`src/rtl/wrs_pkg.sv`:
```
package wrs_pkg;
  localparam int NUM_HS   = 5;
  localparam int STAT_W   = 32;
  localparam int BIT_PIN  = 8;
  localparam int BIT_PL   = 9;
  localparam int BIT_SW   = 10;
  localparam int BIT_TMO0 = 24;
  localparam int DLY_MIN  = 17;
  localparam int DLY_MAX  = 255;

  typedef enum logic [1:0] {S_IDLE, S_HS, S_HOLD, S_REL} seqState_t;

  typedef struct packed {
    logic              cntClr;
    logic              loadSeq;
    logic [NUM_HS-1:0] tmoSet;
  } seqStrobe_t;
endpackage

```
`src/rtl/wrs_ctrl.sv`:
```
module wrs_ctrl
  import wrs_pkg::*;
#(
  parameter int HS_TIMEOUT = 64,
  parameter int CNT_W      = 9
) (
  input  logic              clk,
  input  logic              rstN,
  input  logic              startReq,
  input  logic [NUM_HS-1:0] hsEn,
  input  logic [NUM_HS-1:0] hsAck,
  input  logic              tmoHit,
  input  logic              holdDone,
  input  logic              dlyDone,
  input  logic [CNT_W-1:0]  stageCnt,
  output seqStrobe_t        strobe,
  output logic [NUM_HS-1:0] hsReq,
  output logic              clkRst,
  output logic              sysRst
);
  seqState_t  state, nState;
  logic [2:0] idx, nIdx;
  logic [3:0] pickFirst, pickNext;
  logic       ackCur;

  // returns {found, index} of the lowest enabled stage at or above 'from'
  function automatic logic [3:0] pickStage(input logic [NUM_HS-1:0] en, input int from);
    logic [3:0] r;
    r = 4'b0;
    for (int i = NUM_HS - 1; i >= 0; i--)
      if (en[i] && i >= from) r = {1'b1, 3'(i)};
    return r;
  endfunction

  for (genvar g = 0; g < NUM_HS; g++) begin : g_req
    assign hsReq[g] = (state == S_HS) && (idx == 3'(g));
  end

  assign ackCur    = |(hsAck & hsReq);
  assign pickFirst = pickStage(hsEn, 0);
  assign pickNext  = pickStage(hsEn, int'(idx) + 1);
  assign clkRst    = (state == S_HOLD);
  assign sysRst    = (state == S_HOLD) || (state == S_REL);

  always_comb begin
    nState = state;
    nIdx   = idx;
    case (state)
      S_IDLE: if (startReq) begin
        if (pickFirst[3]) begin
          nState = S_HS;
          nIdx   = pickFirst[2:0];
        end else begin
          nState = S_HOLD;
        end
      end
      S_HS: if (ackCur || tmoHit) begin
        if (pickNext[3]) nIdx = pickNext[2:0];
        else             nState = S_HOLD;
      end
      S_HOLD: if (holdDone) nState = S_REL;
      S_REL:  if (dlyDone)  nState = S_IDLE;
      default: nState = S_IDLE;
    endcase
  end

  always_comb begin
    strobe.cntClr  = (nState != state) || (nIdx != idx);
    strobe.loadSeq = (nState == S_HOLD) && (state != S_HOLD);
    strobe.tmoSet  = (state == S_HS && tmoHit && !ackCur) ? hsReq : '0;
  end

  always_ff @(posedge clk or negedge rstN) begin
    if (!rstN) begin
      state <= S_IDLE;
      idx   <= 3'd0;
    end else begin
      state <= nState;
      idx   <= nIdx;
    end
  end


  one_req_chk: assert property (@(posedge clk) disable iff (!rstN) $onehot0(hsReq));

  tmo_bound_chk: assert property (@(posedge clk) disable iff (!rstN)
    (state == S_HS) |-> (stageCnt < CNT_W'(HS_TIMEOUT)));

  no_overlap_chk: assert property (@(posedge clk) disable iff (!rstN)
    (hsReq != '0) |-> !sysRst);

  joint_rise_chk: assert property (@(posedge clk) disable iff (!rstN)
    $rose(sysRst) |-> clkRst);
endmodule

```
`src/rtl/wrs_dp.sv`:
```
module wrs_dp
  import wrs_pkg::*;
#(
  parameter int HS_TIMEOUT = 64,
  parameter int RST_HOLD   = 8,
  parameter int DLY_W      = 9,
  parameter int PIN_W      = 20,
  parameter int CNT_W      = 9
) (
  input  logic              clk,
  input  logic              rstN,
  input  seqStrobe_t        strobe,
  input  logic              swReq,
  input  logic              pinReq,
  input  logic              plReq,
  input  logic              clrEn,
  input  logic [STAT_W-1:0] clrMask,
  input  logic [DLY_W-1:0]  releaseDelay,
  input  logic [PIN_W-1:0]  pinCycles,
  output logic [CNT_W-1:0]  stageCnt,
  output logic              tmoHit,
  output logic              holdDone,
  output logic              dlyDone,
  output logic              extRstN,
  output logic [STAT_W-1:0] status
);
  logic [7:0]        dlyClamped, dlyLat;
  logic [CNT_W-1:0]  dlyLast;
  logic [PIN_W-1:0]  pinCnt;
  logic [STAT_W-1:0] setVec, clrVec;

  always_comb begin
    if (releaseDelay < DLY_W'(DLY_MIN))      dlyClamped = 8'(DLY_MIN);
    else if (releaseDelay > DLY_W'(DLY_MAX)) dlyClamped = 8'(DLY_MAX);
    else                                     dlyClamped = 8'(releaseDelay);
  end

  assign dlyLast  = CNT_W'(dlyLat - 8'd1);
  assign tmoHit   = (stageCnt == CNT_W'(HS_TIMEOUT - 1));
  assign holdDone = (stageCnt == CNT_W'(RST_HOLD - 1));
  assign dlyDone  = (stageCnt == dlyLast);
  assign extRstN  = (pinCnt == '0);

  always_comb begin
    setVec         = '0;
    setVec[BIT_SW]  = swReq;
    setVec[BIT_PIN] = pinReq;
    setVec[BIT_PL]  = plReq;
    for (int i = 0; i < NUM_HS; i++) setVec[BIT_TMO0 + i] = strobe.tmoSet[i];
    clrVec = clrEn ? clrMask : '0;
  end

  always_ff @(posedge clk or negedge rstN) begin
    if (!rstN) begin
      stageCnt <= '0;
      dlyLat   <= 8'(DLY_MIN);
      pinCnt   <= '0;
      status   <= '0;
    end else begin
      stageCnt <= strobe.cntClr ? '0 : stageCnt + 1'b1;
      status   <= (status & ~clrVec) | setVec;
      if (strobe.loadSeq) begin
        dlyLat <= dlyClamped;
        pinCnt <= pinCycles;
      end else if (pinCnt != '0) begin
        pinCnt <= pinCnt - 1'b1;
      end
    end
  end


  dly_range_chk: assert property (@(posedge clk) disable iff (!rstN) dlyLat >= 8'(DLY_MIN));

  pin_zero_chk: assert property (@(posedge clk) disable iff (!rstN)
    (strobe.loadSeq && pinCycles == '0) |=> extRstN);

  set_wins_chk: assert property (@(posedge clk) disable iff (!rstN)
    (|setVec) |=> ((status & $past(setVec)) == $past(setVec)));

  clear_mask_chk: assert property (@(posedge clk) disable iff (!rstN)
    (clrEn && setVec == '0) |=> (status == ($past(status) & ~$past(clrMask))));
endmodule

```
`src/rtl/warm_rst_seq.sv`:
```
module warm_rst_seq
  import wrs_pkg::*;
#(
  parameter int HS_TIMEOUT = 64,
  parameter int RST_HOLD   = 8,
  parameter int DLY_W      = 9,
  parameter int PIN_W      = 20
) (
  input  logic              clk,
  input  logic              rstN,
  input  logic              swWarmReq,
  input  logic              pinWarmReq,
  input  logic              plWarmReq,
  input  logic [4:0]        hsEnable,
  input  logic [4:0]        hsAck,
  output logic [4:0]        hsReq,
  input  logic [DLY_W-1:0]  releaseDelay,
  input  logic [PIN_W-1:0]  pinCycles,
  output logic              clkMgrRst,
  output logic              warmRst,
  output logic              extRstN,
  input  logic              clrEn,
  input  logic [31:0]       clrMask,
  output logic [31:0]       status
);
  localparam int CNT_M1  = (HS_TIMEOUT > RST_HOLD) ? HS_TIMEOUT : RST_HOLD;
  localparam int CNT_MAX = (CNT_M1 > DLY_MAX + 1) ? CNT_M1 : DLY_MAX + 1;
  localparam int CNT_W   = $clog2(CNT_MAX + 1);

  seqStrobe_t       strobe;
  logic [CNT_W-1:0] stageCnt;
  logic             tmoHit, holdDone, dlyDone;

  wrs_ctrl #(.HS_TIMEOUT(HS_TIMEOUT), .CNT_W(CNT_W)) u_ctrl (
    .clk(clk), .rstN(rstN),
    .startReq(swWarmReq | pinWarmReq | plWarmReq),
    .hsEn(hsEnable), .hsAck(hsAck),
    .tmoHit(tmoHit), .holdDone(holdDone), .dlyDone(dlyDone), .stageCnt(stageCnt),
    .strobe(strobe), .hsReq(hsReq), .clkRst(clkMgrRst), .sysRst(warmRst)
  );

  wrs_dp #(.HS_TIMEOUT(HS_TIMEOUT), .RST_HOLD(RST_HOLD), .DLY_W(DLY_W),
           .PIN_W(PIN_W), .CNT_W(CNT_W)) u_dp (
    .clk(clk), .rstN(rstN), .strobe(strobe),
    .swReq(swWarmReq), .pinReq(pinWarmReq), .plReq(plWarmReq),
    .clrEn(clrEn), .clrMask(clrMask),
    .releaseDelay(releaseDelay), .pinCycles(pinCycles),
    .stageCnt(stageCnt), .tmoHit(tmoHit), .holdDone(holdDone), .dlyDone(dlyDone),
    .extRstN(extRstN), .status(status)
  );
endmodule

```
`config.mk`:
```
export PLATFORM = sky130hd
export DESIGN_NAME = warm_rst_seq
export DESIGN_NICKNAME = d
export VERILOG_FILES = /design/src/rtl/wrs_pkg.sv /design/src/rtl/wrs_ctrl.sv /design/src/rtl/wrs_dp.sv /design/src/rtl/warm_rst_seq.sv
export SDC_FILE = /design/constraint.sdc
export NUM_CORES = 1
export LEC_CHECK = 0
export ABC_CLOCK_PERIOD_IN_PS = 2900
export BUFFER_PORTS_ARGS = -buffer_cell sky130_fd_sc_hd__buf_4
export CAP_MARGIN = 20
export CORE_MARGIN = 8
export CORE_UTILIZATION = 48
export DETAILED_ROUTE_END_ITERATION = 12
export GPL_ROUTABILITY_DRIVEN = 0
export GPL_TIMING_DRIVEN = 0
export PLACE_DENSITY = 0.74
export SETUP_SLACK_MARGIN = 0.3
export SLEW_MARGIN = 40
export SYNTH_ARGS = -nofsm -noshare
export SYNTH_HDL_FRONTEND = slang
export SYNTH_SLANG_ARGS = --single-unit
```
`constraint.sdc`:
```
create_clock -name clk -period 2.9 [get_ports clk]
set_input_delay 0.29 -clock clk [delete_from_list [all_inputs] [get_ports clk]]
set_output_delay 0.29 -clock clk [all_outputs]
set_load 0.05 [all_outputs]
```
Yosys cells after proc, flatten, opt, wreduce, memory -nomap -nowiden. Cells that the tools add are included.

Add/sub/neg operators: 4. Magnitude comparators: 7. Equal/unequal tests: 14. Multiplexer cells: 29. Bitwise operators: 6. Reduce and logical (&&, ||, !) cells: 23.

Operator list (count): greater-or-equal comparator 3 x 32 -> 1 bit, first input constant (2); 2-to-1 mux 20 bit (2); 2-to-1 mux 4 bit (10); bitwise AND 32 bit (1); greater-or-equal comparator 1 x 32 -> 1 bit, first input constant (1); greater-or-equal comparator 2 x 32 -> 1 bit, first input constant (1); greater-or-equal comparator 4 x 32 -> 1 bit, first input constant (1); 2-to-1 mux 32 bit (1); inverter 32 bit (1); bitwise OR 32 x 29 -> 32 bit (1); logical NOT 20 bit (1); nonzero test 20 bit (1); subtractor 20 x 1 -> 20 bit, second input constant (1); 2-to-1 mux 8 bit (2); logical AND 1 bit (13); 2-to-1 mux 2 bit (6); 2-to-1 mux 3 bit (4); adder 9 x 1 -> 9 bit, second input constant (1); equality test 9 x 3 -> 1 bit, second input constant (1); equality test 9 x 6 -> 1 bit, second input constant (1); equality test 9 bit (1); > comparator 9 x 8 -> 1 bit, second input constant (1); less-than comparator 9 x 5 -> 1 bit, second input constant (1); 2-to-1 mux 9 bit (1); 21 further kinds (27).

Flip-flop bits (word level): 74. Input bits: 77. Output and inout bits: 40. Logic and storage cells: 89.

Depth between registers and ports, before layout. Gate-level depths: netlist (run 1).

Word-level depth: 14. Depth in mapped cells: 10.

By module. A second synthesis (run 1) with hierarchy kept.

Cell total of the unflattened synthesis: 443. Area total of the unflattened synthesis: 4281.6 µm².

By module, submodules not included: wrs_dp (times used 1, cells an instance 325, area each 3382.0 µm²); wrs_ctrl (times used 1, cells an instance 117, area each 893.4 µm²); warm_rst_seq (times used 1, cells an instance 1, area each 6.3 µm²).

Least setup slack after synthesis (run 1). Ideal clock, no wire load.

Path type: register to register. Start: reg u_ctrl.idx[0]. End: reg u_dp.pinCnt[10]. Setup time: 0.136 ns. Arrival: 3.643 ns. Path slack: -0.879 ns. Cell stages (with the launch flop): 10. Buffers on the path: 1. Clock period less this slack: 3.779 ns. Path through: dfrtp_1 > inv_1 > ha_1 > nor4bb_1 > a32oi_1 > nand3_2 > nand2_1 > o21ai_1 > clkbuf_1 > o31ai_1.

RTL lines: from (decl) (RTL line wrs_ctrl.sv:22) `logic [2:0] idx, nIdx;`; from (signal assigned) (RTL line wrs_ctrl.sv:79) `idx <= nIdx;`; equality test 3 x 2 -> 1 bit * (RTL line wrs_ctrl.sv:36) `assign hsReq[g] = (state == S_HS) && (idx == 3'(g));`; logical AND 1 bit * (RTL line wrs_ctrl.sv:36); net hsReq[2] (RTL line warm_rst_seq.sv:16) `output logic [4:0] hsReq,`; bitwise AND 5 bit * (RTL line wrs_ctrl.sv:39) `assign ackCur = |(hsAck & hsReq);`; OR reduction 5 bit * (RTL line wrs_ctrl.sv:39); logical OR 1 bit * (RTL line wrs_ctrl.sv:57) `S_HS: if (ackCur || tmoHit) begin`; 2-to-1 mux 2 bit * (RTL line wrs_ctrl.sv:57); one-hot mux 2 bit (4 select lines) * (RTL line wrs_ctrl.sv:48) `case (state)`; equality test 2 bit * (RTL line wrs_ctrl.sv:69) `strobe.loadSeq = (nState == S_HOLD) && (state != S_HOLD);`; logical AND 1 bit * (RTL line wrs_ctrl.sv:69); 2-to-1 mux 20 bit or nonzero test 2 bit (tied branches); to (signal assigned) (RTL line wrs_dp.sv:64) `pinCnt <= pinCycles;`; to (signal assigned) (RTL line wrs_dp.sv:66) `pinCnt <= pinCnt - 1'b1;`; to (decl) (RTL line wrs_dp.sv:29) `logic [PIN_W-1:0] pinCnt;`.

Mark *: on every way through the listed nets, which the timed path passes. The rest lies on a longest branch. A chain may end at the register's enable or synchronous reset.

Worst setup path in the final report (run 1).
Start: reg u_ctrl.idx[0]. End: reg u_dp.stageCnt[8].

Word-level cells in the longest chain between the ends: 14.

Ends and longest elaborated chain: adder 3 x 1 -> 4 bit (RTL line wrs_ctrl.sv:41) `assign pickNext = pickStage(hsEn, int'(idx) + 1);`; greater-or-equal comparator 4 x 32 -> 1 bit (RTL line wrs_ctrl.sv:31) `if (en[i] && i >= from) r = {1'b1, 3'(i)};`; logical AND 1 bit (RTL line wrs_ctrl.sv:31); 2-to-1 mux 4 bit (5 in series) (RTL line wrs_ctrl.sv:31); 2-to-1 mux 2 bit or 2-to-1 mux 3 bit (tied branches) (RTL line wrs_ctrl.sv:58) `if (pickNext[3]) nIdx = pickNext[2:0];`; 2-to-1 mux 2 bit or 2-to-1 mux 3 bit (tied branches) (RTL line wrs_ctrl.sv:57); one-hot mux 2 bit (4 select lines) or one-hot mux 3 bit (2 select lines) (tied branches) (RTL line wrs_ctrl.sv:48); inequality test 2 bit or inequality test 3 bit (tied branches) (RTL line wrs_ctrl.sv:68) `strobe.cntClr = (nState != state) || (nIdx != idx);`; logical OR 1 bit * (RTL line wrs_ctrl.sv:68); 2-to-1 mux 9 bit * (RTL line wrs_dp.sv:60) `stageCnt <= strobe.cntClr ? '0 : stageCnt + 1'b1;`; to (signal assigned) (RTL line wrs_dp.sv:60); to (decl) (RTL line wrs_dp.sv:20) `output logic [CNT_W-1:0] stageCnt,`.

Mark *: on every way between the ends. The rest lies on a longest branch, timed or not.

==> impl_metrics.py, run 1 <==
metrics = {
    "outcome": {
        "outcome": "finished, final reports clean",
    },
    "critical_path": {
        "max_stage_delay_ns": 0.46,
        "worst_path_max_delay_cell": "dfrtp_2",
        "worstPathArrival_ns": 2.79,
        "critPathMaxFanout": 9,
        "cp.required_ns": 3.19,
        "path_class": "reg -> reg",
        "cp-start-kind": "flop",
        "critPathTopFamily": "compound AO/OA/AOI/OAI gates",
        "path_buf_inv": 3,
        "end_kind": "flop",
        "cp_cell_sequence": "inv_4 -> ha_1 -> nor2b_1 -> o21ai_1 -> o211ai_1 -> buf_4 -> a32oi_4 -> o31ai_2 -> a311o_1 -> buf_6 -> nor2_2",
    },
    "power_and_ir_drop": {
        "intPower_mw": 2.28,
        "power.share.combinational": 0.405,
        "p_clk_frac": 0.192,
        "p_sw_mw": 1.54,
        "powerDensity_mw_per_mm2": 688,
        "vdd_drop_max_uv": 331,
        "p_leak_nw": 2.46,
        "seq_power_share": 0.403,
        "p_sw_frac": 0.403,
    },
    "drt": {
        "first_iter_violations": 144,
        "num_vias": 3656,
        "drc": 0,
        "wl_um": 11200,
        "routedWlPerCell_um": 16.7,
        "ant_nets": 0,
        "routed_via_density": 5.46,
        "drt_first_pass_iters": 5,
    },
    "layout": {
        "final_cell_mix": "buf_4 (124), dfrtp_1 (68), nand2_1 (49)",
        "drive_gt1_frac": 0.349,
        "area_growth_pct": 34.7,
        "final_common_cell": "buf_4",
        "n_antenna_cell": 0,
        "nets": 644,
    },
    "synthesis": {
        "synth_top_family_by_area": "simple AND/OR/NAND/NOR gates",
        "yosysTopAreaCell": "dfrtp_1",
        "yosysWarnings": 0,
        "netlist_top_cells_area": "dfrtp_1 (44%), a21boi_0 (4.5%), nand2_1 (4.5%)",
        "yosys.area_share.adder": 0.0333,
        "ys_types": 56,
        "synth_xor_area_frac": 0.0700,
        "synth-simple-area-share": 0.211,
        "synth-edff-count": 0,
        "synth_seq_cells": 74,
        "synth_area_per_cell_sq_um": 9.88,
        "async_flop_share": 1.00,
        "synthCells": 418,
        "synth-main-ff-cell": "dfrtp_1",
        "synthesis.area_sq_mm": 0.00413,
        "ys_seq_area_frac": 0.449,
        "synth_compound_gate_area_share": 0.190,
        "yosysTopAreaCellShare": 0.436,
        "synth.net_count": 506,
        "synth_mux_area_frac": 0.0136,
    },
    "floorplanning": {
        "io_pins": 117,
        "die_area_sq_mm": 0.0118,
        "die_y_um": 109,
        "core_sq_mm": 0.00855,
        "rows": 34,
        "die_w_um": 109,
        "start_util": 0.483,
    },
    "cts": {
        "cts-root-buf": "clkbuf_8",
        "cts.htree.levels": 3,
        "cts_tree": "yes",
        "cts.clk_slew.worst_paths_ns": 0.09,
        "ctsLongestPathBuffers": 2,
        "clock_latency_ns": 0.36,
        "clock_sinks": 74,
        "cts_buffers": 9,
    },
    "sta": {
        "rsz0062_at_grt": "false",
        "worst_slew_pin_slew_ns": 0.704,
        "period_needed_ns": 2.50,
        "setup_violations": 0,
        "worst_hold_slack_ns": 0.101,
        "fmax_mhz": 399,
        "slew_headroom": 0.527,
        "fin_tns_setup_ns": 0,
        "finalCritPeriodShare": 0.863,
        "finClkSkew_ns": 0.0130,
        "hold_viol": 0,
        "slew_viol_final": 0,
    },
    "run": {
        "max-cap-violations": 0,
    },
    "place": {
        "hpwl_um": 8280,
        "port_buffers": 115,
    },
    "global_routing": {
        "first_global_vias": 3552,
        "grt_first_pass_wirelength_um": 17400,
        "gr-total-overflow": 0,
        "grt_max_degree": 75,
        "grtUsageTotal": 0.185,
        "antenna_found_initial": 0,
    },
    "worst_hold_path": {
        "hp-class": "in -> reg",
    },
}
[path summary, 6_finish.rpt]
path / from / end / slack [ns] / cells past startpoint
worst max-delay path: u_ctrl.idx[0]$_DFF_PN0_ / u_dp.stageCnt[8]$_DFF_PN0_ / 0.40 / 11
worst min-delay path: clrMask[31] / u_dp.status[31]$_DFF_PN0_ / 0.10 / 2
worst max register to register: u_ctrl.idx[0]$_DFF_PN0_ / u_dp.stageCnt[8]$_DFF_PN0_ / 0.40 / 11
worst min register to register: u_dp.status[10]$_DFF_PN0_ / u_dp.status[10]$_DFF_PN0_ / 0.49 / 1
max in group asynchronous: rstN / u_ctrl.idx[1]$_DFF_PN0_ / 1.85 / 2
min in group asynchronous: rstN / u_dp.status[6]$_DFF_PN0_ / 0.53 / 2
[power groups by stage]
stage	Combinational (mW)	Clock, mW	Sequential (mW)
final	1.55	0.734	1.54
after global routing	1.69	0.791	1.57
after CTS	1.41	0.752	1.52
after detailed placement	1.37	0	1.54
after global placement	1.34	0	1.53
after floorplan	1.03	0	1.48
[what timing repair did]
action,4_1_cts,5_1_grt
pin swaps,6,10
hold endpoints to repair,72,0
resized for setup,8,21
gates cloned,0,0
hold buffers,1,0
setup endpoints to repair,33,38
setup buffers,6,5
[through the flow]
stage          cells  worst slack [ns]  utilization  power, mW  cell area [sq um]
5_1_grt          669             0.282        0.650       4.06               5560
4_1_cts          664             0.324        0.635       3.69               5430
3_5_place_dp     641             0.142        0.604       2.92               5160
3_3_place_gp     641             0.165        0.603       2.86               5160
6_report         669             0.397        0.650       3.82               5560
2_1_floorplan    418             0.327            -       2.52               4160
[final cells by class]
| type | count | area [sq um] |
|---|---|---|
| Fill cell | 703 | 2990 |
| Multi-Input combinational cell | 313 | 2270 |
| Sequential cell | 74 | 1860 |
| Timing Repair Buffer | 127 | 963 |
| Tap cell | 108 | 135 |
| Clock buffer | 10 | 128 |
| Buffer | 17 | 95.1 |
| Inverter | 14 | 57.6 |
| Clock inverter | 6 | 48.8 |
[logic make-up after synthesis]
kind of cell / count (synthesis)
buf+inv: 31
compound gates: 107
flops: 74
simple gates: 157
mux: 5
fa+ha+maj: 11
xor+xnor: 33
[flip-flops by register name, indices dropped and copies added, names as in the netlist]
| signal | count |
|---|---|
| u_dp.status | 32 |
| u_dp.stageCnt | 9 |
| u_dp.dlyLat | 8 |
| u_ctrl.state | 2 |
| u_ctrl.idx | 3 |
| u_dp.pinCnt | 20 |
[worst reg2reg max path: stages (launching register included)]
cell and delay, ns:
dfrtp_2 0.46, inv_4 0.07, ha_1 0.29, nor2b_1 0.15
o21ai_1 0.18, o211ai_1 0.19, buf_4 0.19, a32oi_4 0.23
o31ai_2 0.11, a311o_1 0.30, buf_6 0.16, nor2_2 0.10
[cells in the mapped netlist, drive strengths merged, types with 5 or more instances]
library cell and number:
nand2 49, nor4 10, a21oi 11, ha 11
o21ai 17, a21boi 26, nand3 10, nand3b 5
a21o 7, o31ai 18, nand4 5, a32oi 5
nor2 35, dfrtp 72, nor3 16, xnor2 17
buf 6, nor2b 7, xor2 16, clkbuf 11
inv 14
[layer usage]
| layer | vias up | GRT usage | share of wire |
|---|---|---|---|
| met2 | 86 | 0.318 | 0.52 |
| li1 | 1786 | - | - |
| met1 | 1768 | 0.224 | 0.42 |
| met4 | 0 | 0.0655 | 0.018 |
| met5 | - | 0 | 0 |
| met3 | 16 | 0.0396 | 0.043 |
Note: power is estimated with default switching activity, not from simulation.
==> run 2: changes to the inputs <==
--- a/config.mk
+++ b/config.mk
@@ -7,5 +7,5 @@
 export LEC_CHECK = 0
 export ABC_CLOCK_PERIOD_IN_PS = 2900
-export BUFFER_PORTS_ARGS = -buffer_cell sky130_fd_sc_hd__buf_4
+export BUFFER_PORTS_ARGS = -buffer_cell sky130_fd_sc_hd__buf_2
 export CAP_MARGIN = 20
 export CORE_MARGIN = 8
@@ -14,4 +14,5 @@
 export GPL_ROUTABILITY_DRIVEN = 0
 export GPL_TIMING_DRIVEN = 0
+export HOLD_SLACK_MARGIN = 0.12
 export PLACE_DENSITY = 0.74
 export SETUP_SLACK_MARGIN = 0.3
==> constraint.sdc (replaced) <==
create_clock -name clk -period 2.9 [get_ports clk]
set_input_delay 0.29 -clock clk [delete_from_list [all_inputs] [get_ports clk]]
set_output_delay 0.29 -clock clk [all_outputs]
set_load 0.01 [all_outputs]
==> impl_metrics.py, run 2 (synthesis gave the netlist of run 1 again) <==
metrics = {
    "worst_hold_path": {
        "holdPathStages": 2,
        "min_to": "u_dp.status[4]$_DFF_PN0_",
        "hp-class": "in -> reg",
        "worstHoldStart": "clrMask[4]",
    },
    "place": {
        "port_buffers": 115,
        "hpwl_um": 8330,
        "post-place-cells": 642,
        "placed_area_sq_mm": 0.00487,
    },
    "drt": {
        "routedWlPerCell_um": 16.5,
        "drc": 0,
        "drt_first_pass_iters": 6,
        "routed_via_density": 5.48,
        "wl_um": 11200,
        "num_vias": 3719,
        "first_iter_violations": 159,
        "ant_nets": 0,
    },
    "critical_path": {
        "worstPathArrival_ns": 2.71,
        "cp-start-kind": "flop",
        "end_kind": "flop",
        "rr_worst_depth": 10,
        "rrSetupSlack_ns": 0.42,
        "critPathMaxFanout": 9,
        "r2r_end": "u_dp.stageCnt[2]$_DFF_PN0_",
        "path_class": "reg -> reg",
        "cp.required_ns": 3.13,
        "r2r_start": "u_ctrl.idx[0]$_DFF_PN0_",
    },
    "sta": {
        "fmax_mhz": 403,
        "finalCritPeriodShare": 0.855,
        "worst_hold_slack_ns": 0.129,
        "fin_tns_setup_ns": 0,
        "slew_viol_final": 0,
        "rsz0062_at_grt": "false",
        "setup_violations": 0,
        "hold_viol": 0,
        "period_needed_ns": 2.48,
        "slew_headroom": 0.464,
        "finClkSkew_ns": 0.0165,
        "worst_slew_pin_slew_ns": 0.799,
    },
    "global_routing": {
        "grtUsageTotal": 0.186,
        "grt_first_pass_wirelength_um": 17900,
        "antenna_found_initial": 1,
        "gr-total-overflow": 0,
        "grt_max_degree": 41,
        "first_global_vias": 3693,
    },
    "layout": {
        "largest_reg_flops": 32,
        "post-route-cell-area_sq_mm": 0.00545,
        "final_cell_mix": "buf_2 (114), dfrtp_1 (68), nand2_1 (48)",
        "final_core_util": 0.638,
        "area_growth_pct": 32.1,
        "drive_gt1_frac": 0.346,
        "largest_register": "u_dp.status",
        "largestRegisters": "u_dp.status: 32 flops, u_dp.pinCnt: 20 flops, u_dp.stageCnt: 9 flops",
        "nets": 653,
        "final_cells": 679,
        "final_common_cell": "buf_2",
    },
    "floorplanning": {
        "io_pins": 117,
        "die_y_um": 109,
        "core_sq_mm": 0.00855,
        "rows": 34,
        "start_util": 0.483,
        "die_area_sq_mm": 0.0118,
        "die_w_um": 109,
    },
    "power_and_ir_drop": {
        "p_leak_nw": 2.46,
        "vdd_drop_max_uv": 363,
        "powerDensity_mw_per_mm2": 720,
    },
    "cts": {
        "cts.clk_slew.worst_paths_ns": 0.09,
        "cts.htree.levels": 3,
        "cts_buffers": 9,
        "clock_latency_ns": 0.35,
        "cts_tree": "yes",
        "cts-root-buf": "clkbuf_8",
        "ctsLongestPathBuffers": 2,
        "clock_sinks": 74,
    },
    "run": {
        "max-cap-violations": 0,
    },
    "outcome": {
        "outcome": "finished, final reports clean",
    },
}
==> run 2: final cells by class <==
| class | instances | area (sq um) |
|---|---|---|
| inverters | 14 | 57.6 |
| flip-flops and latches | 74 | 1860 |
| clock inverters | 6 | 115 |
| repair buffers | 136 | 777 |
| multi-input cells | 313 | 2280 |
| diodes | 1 | 2.50 |
| well taps | 108 | 135 |
| clock buffers | 10 | 128 |
| fillers | 705 | 3100 |
| plain buffers | 17 | 100 |
==> run 2: worst max path at each step <==
| stage | start | end | slack, ns | cells after the start |
|---|---|---|---|---|
| after detailed placement | u_ctrl.idx[0]$_DFF_PN0_ | u_dp.pinCnt[12]$_DFFE_PN0P_ | -0.07 | 9 |
| after CTS | u_ctrl.idx[1]$_DFF_PN0_ | u_dp.stageCnt[8]$_DFF_PN0_ | 0.31 | 9 |
| final | u_ctrl.idx[0]$_DFF_PN0_ | u_dp.stageCnt[2]$_DFF_PN0_ | 0.42 | 10 |
| after global routing | u_ctrl.idx[1]$_DFF_PN0_ | u_dp.dlyLat[1]$_DFFE_PN0P_ | 0.29 | 10 |
| after global placement | u_ctrl.idx[1]$_DFF_PN0_ | u_dp.pinCnt[8]$_DFFE_PN0P_ | -0.10 | 9 |
| after floorplan | u_ctrl.idx[1]$_DFF_PN0_ | u_dp.pinCnt[6]$_DFFE_PN0P_ | 0.33 | 9 |
==> run 2: power by group <==
group          switching (mW)  internal (mW)  total [mW]
Clock                   0.389          0.575       0.963
Combinational           0.752          0.653        1.40
Sequential              0.312           1.24        1.56
Total                    1.45           2.47        3.92
==> run 2: metrics by stage <==
stage	setup WS [ns]	power, mW
3_5_place_dp	-0.0724	2.77
5_1_grt	0.290	4.18
6_report	0.421	3.92
3_3_place_gp	-0.105	2.71
4_1_cts	0.308	3.80
2_1_floorplan	0.328	2.42
==> run 2: repair_timing <==
| item | CTS | global route |
|---|---|---|
| setup endpoints to repair | 33 | 39 |
| hold endpoints to repair | 44 | 3 |
| buffers inserted | 4 | 6 |
| pin swaps | 5 | 7 |
| hold buffers | 7 | 3 |
| gates resized for setup | 12 | 26 |
==> run 2: worst max-delay path: stages (launching register included) <==
cell and delay (ns):
dfrtp_2 0.46, inv_4 0.08, ha_1 0.28, nor2b_1 0.16
nand2b_2 0.24, a211o_1 0.29, o221a_2 0.28, o31ai_2 0.21
a311o_1 0.16, buf_6 0.16, nor2_2 0.05
==> run 2: per-layer routing <==
layer	up-vias	GRT usage	wire length, um
met5	-	0	0
met4	0	0.0459	66
met3	7	0.0508	828
met2	128	0.315	5630
met1	1782	0.231	4680
li1	1802	-	-
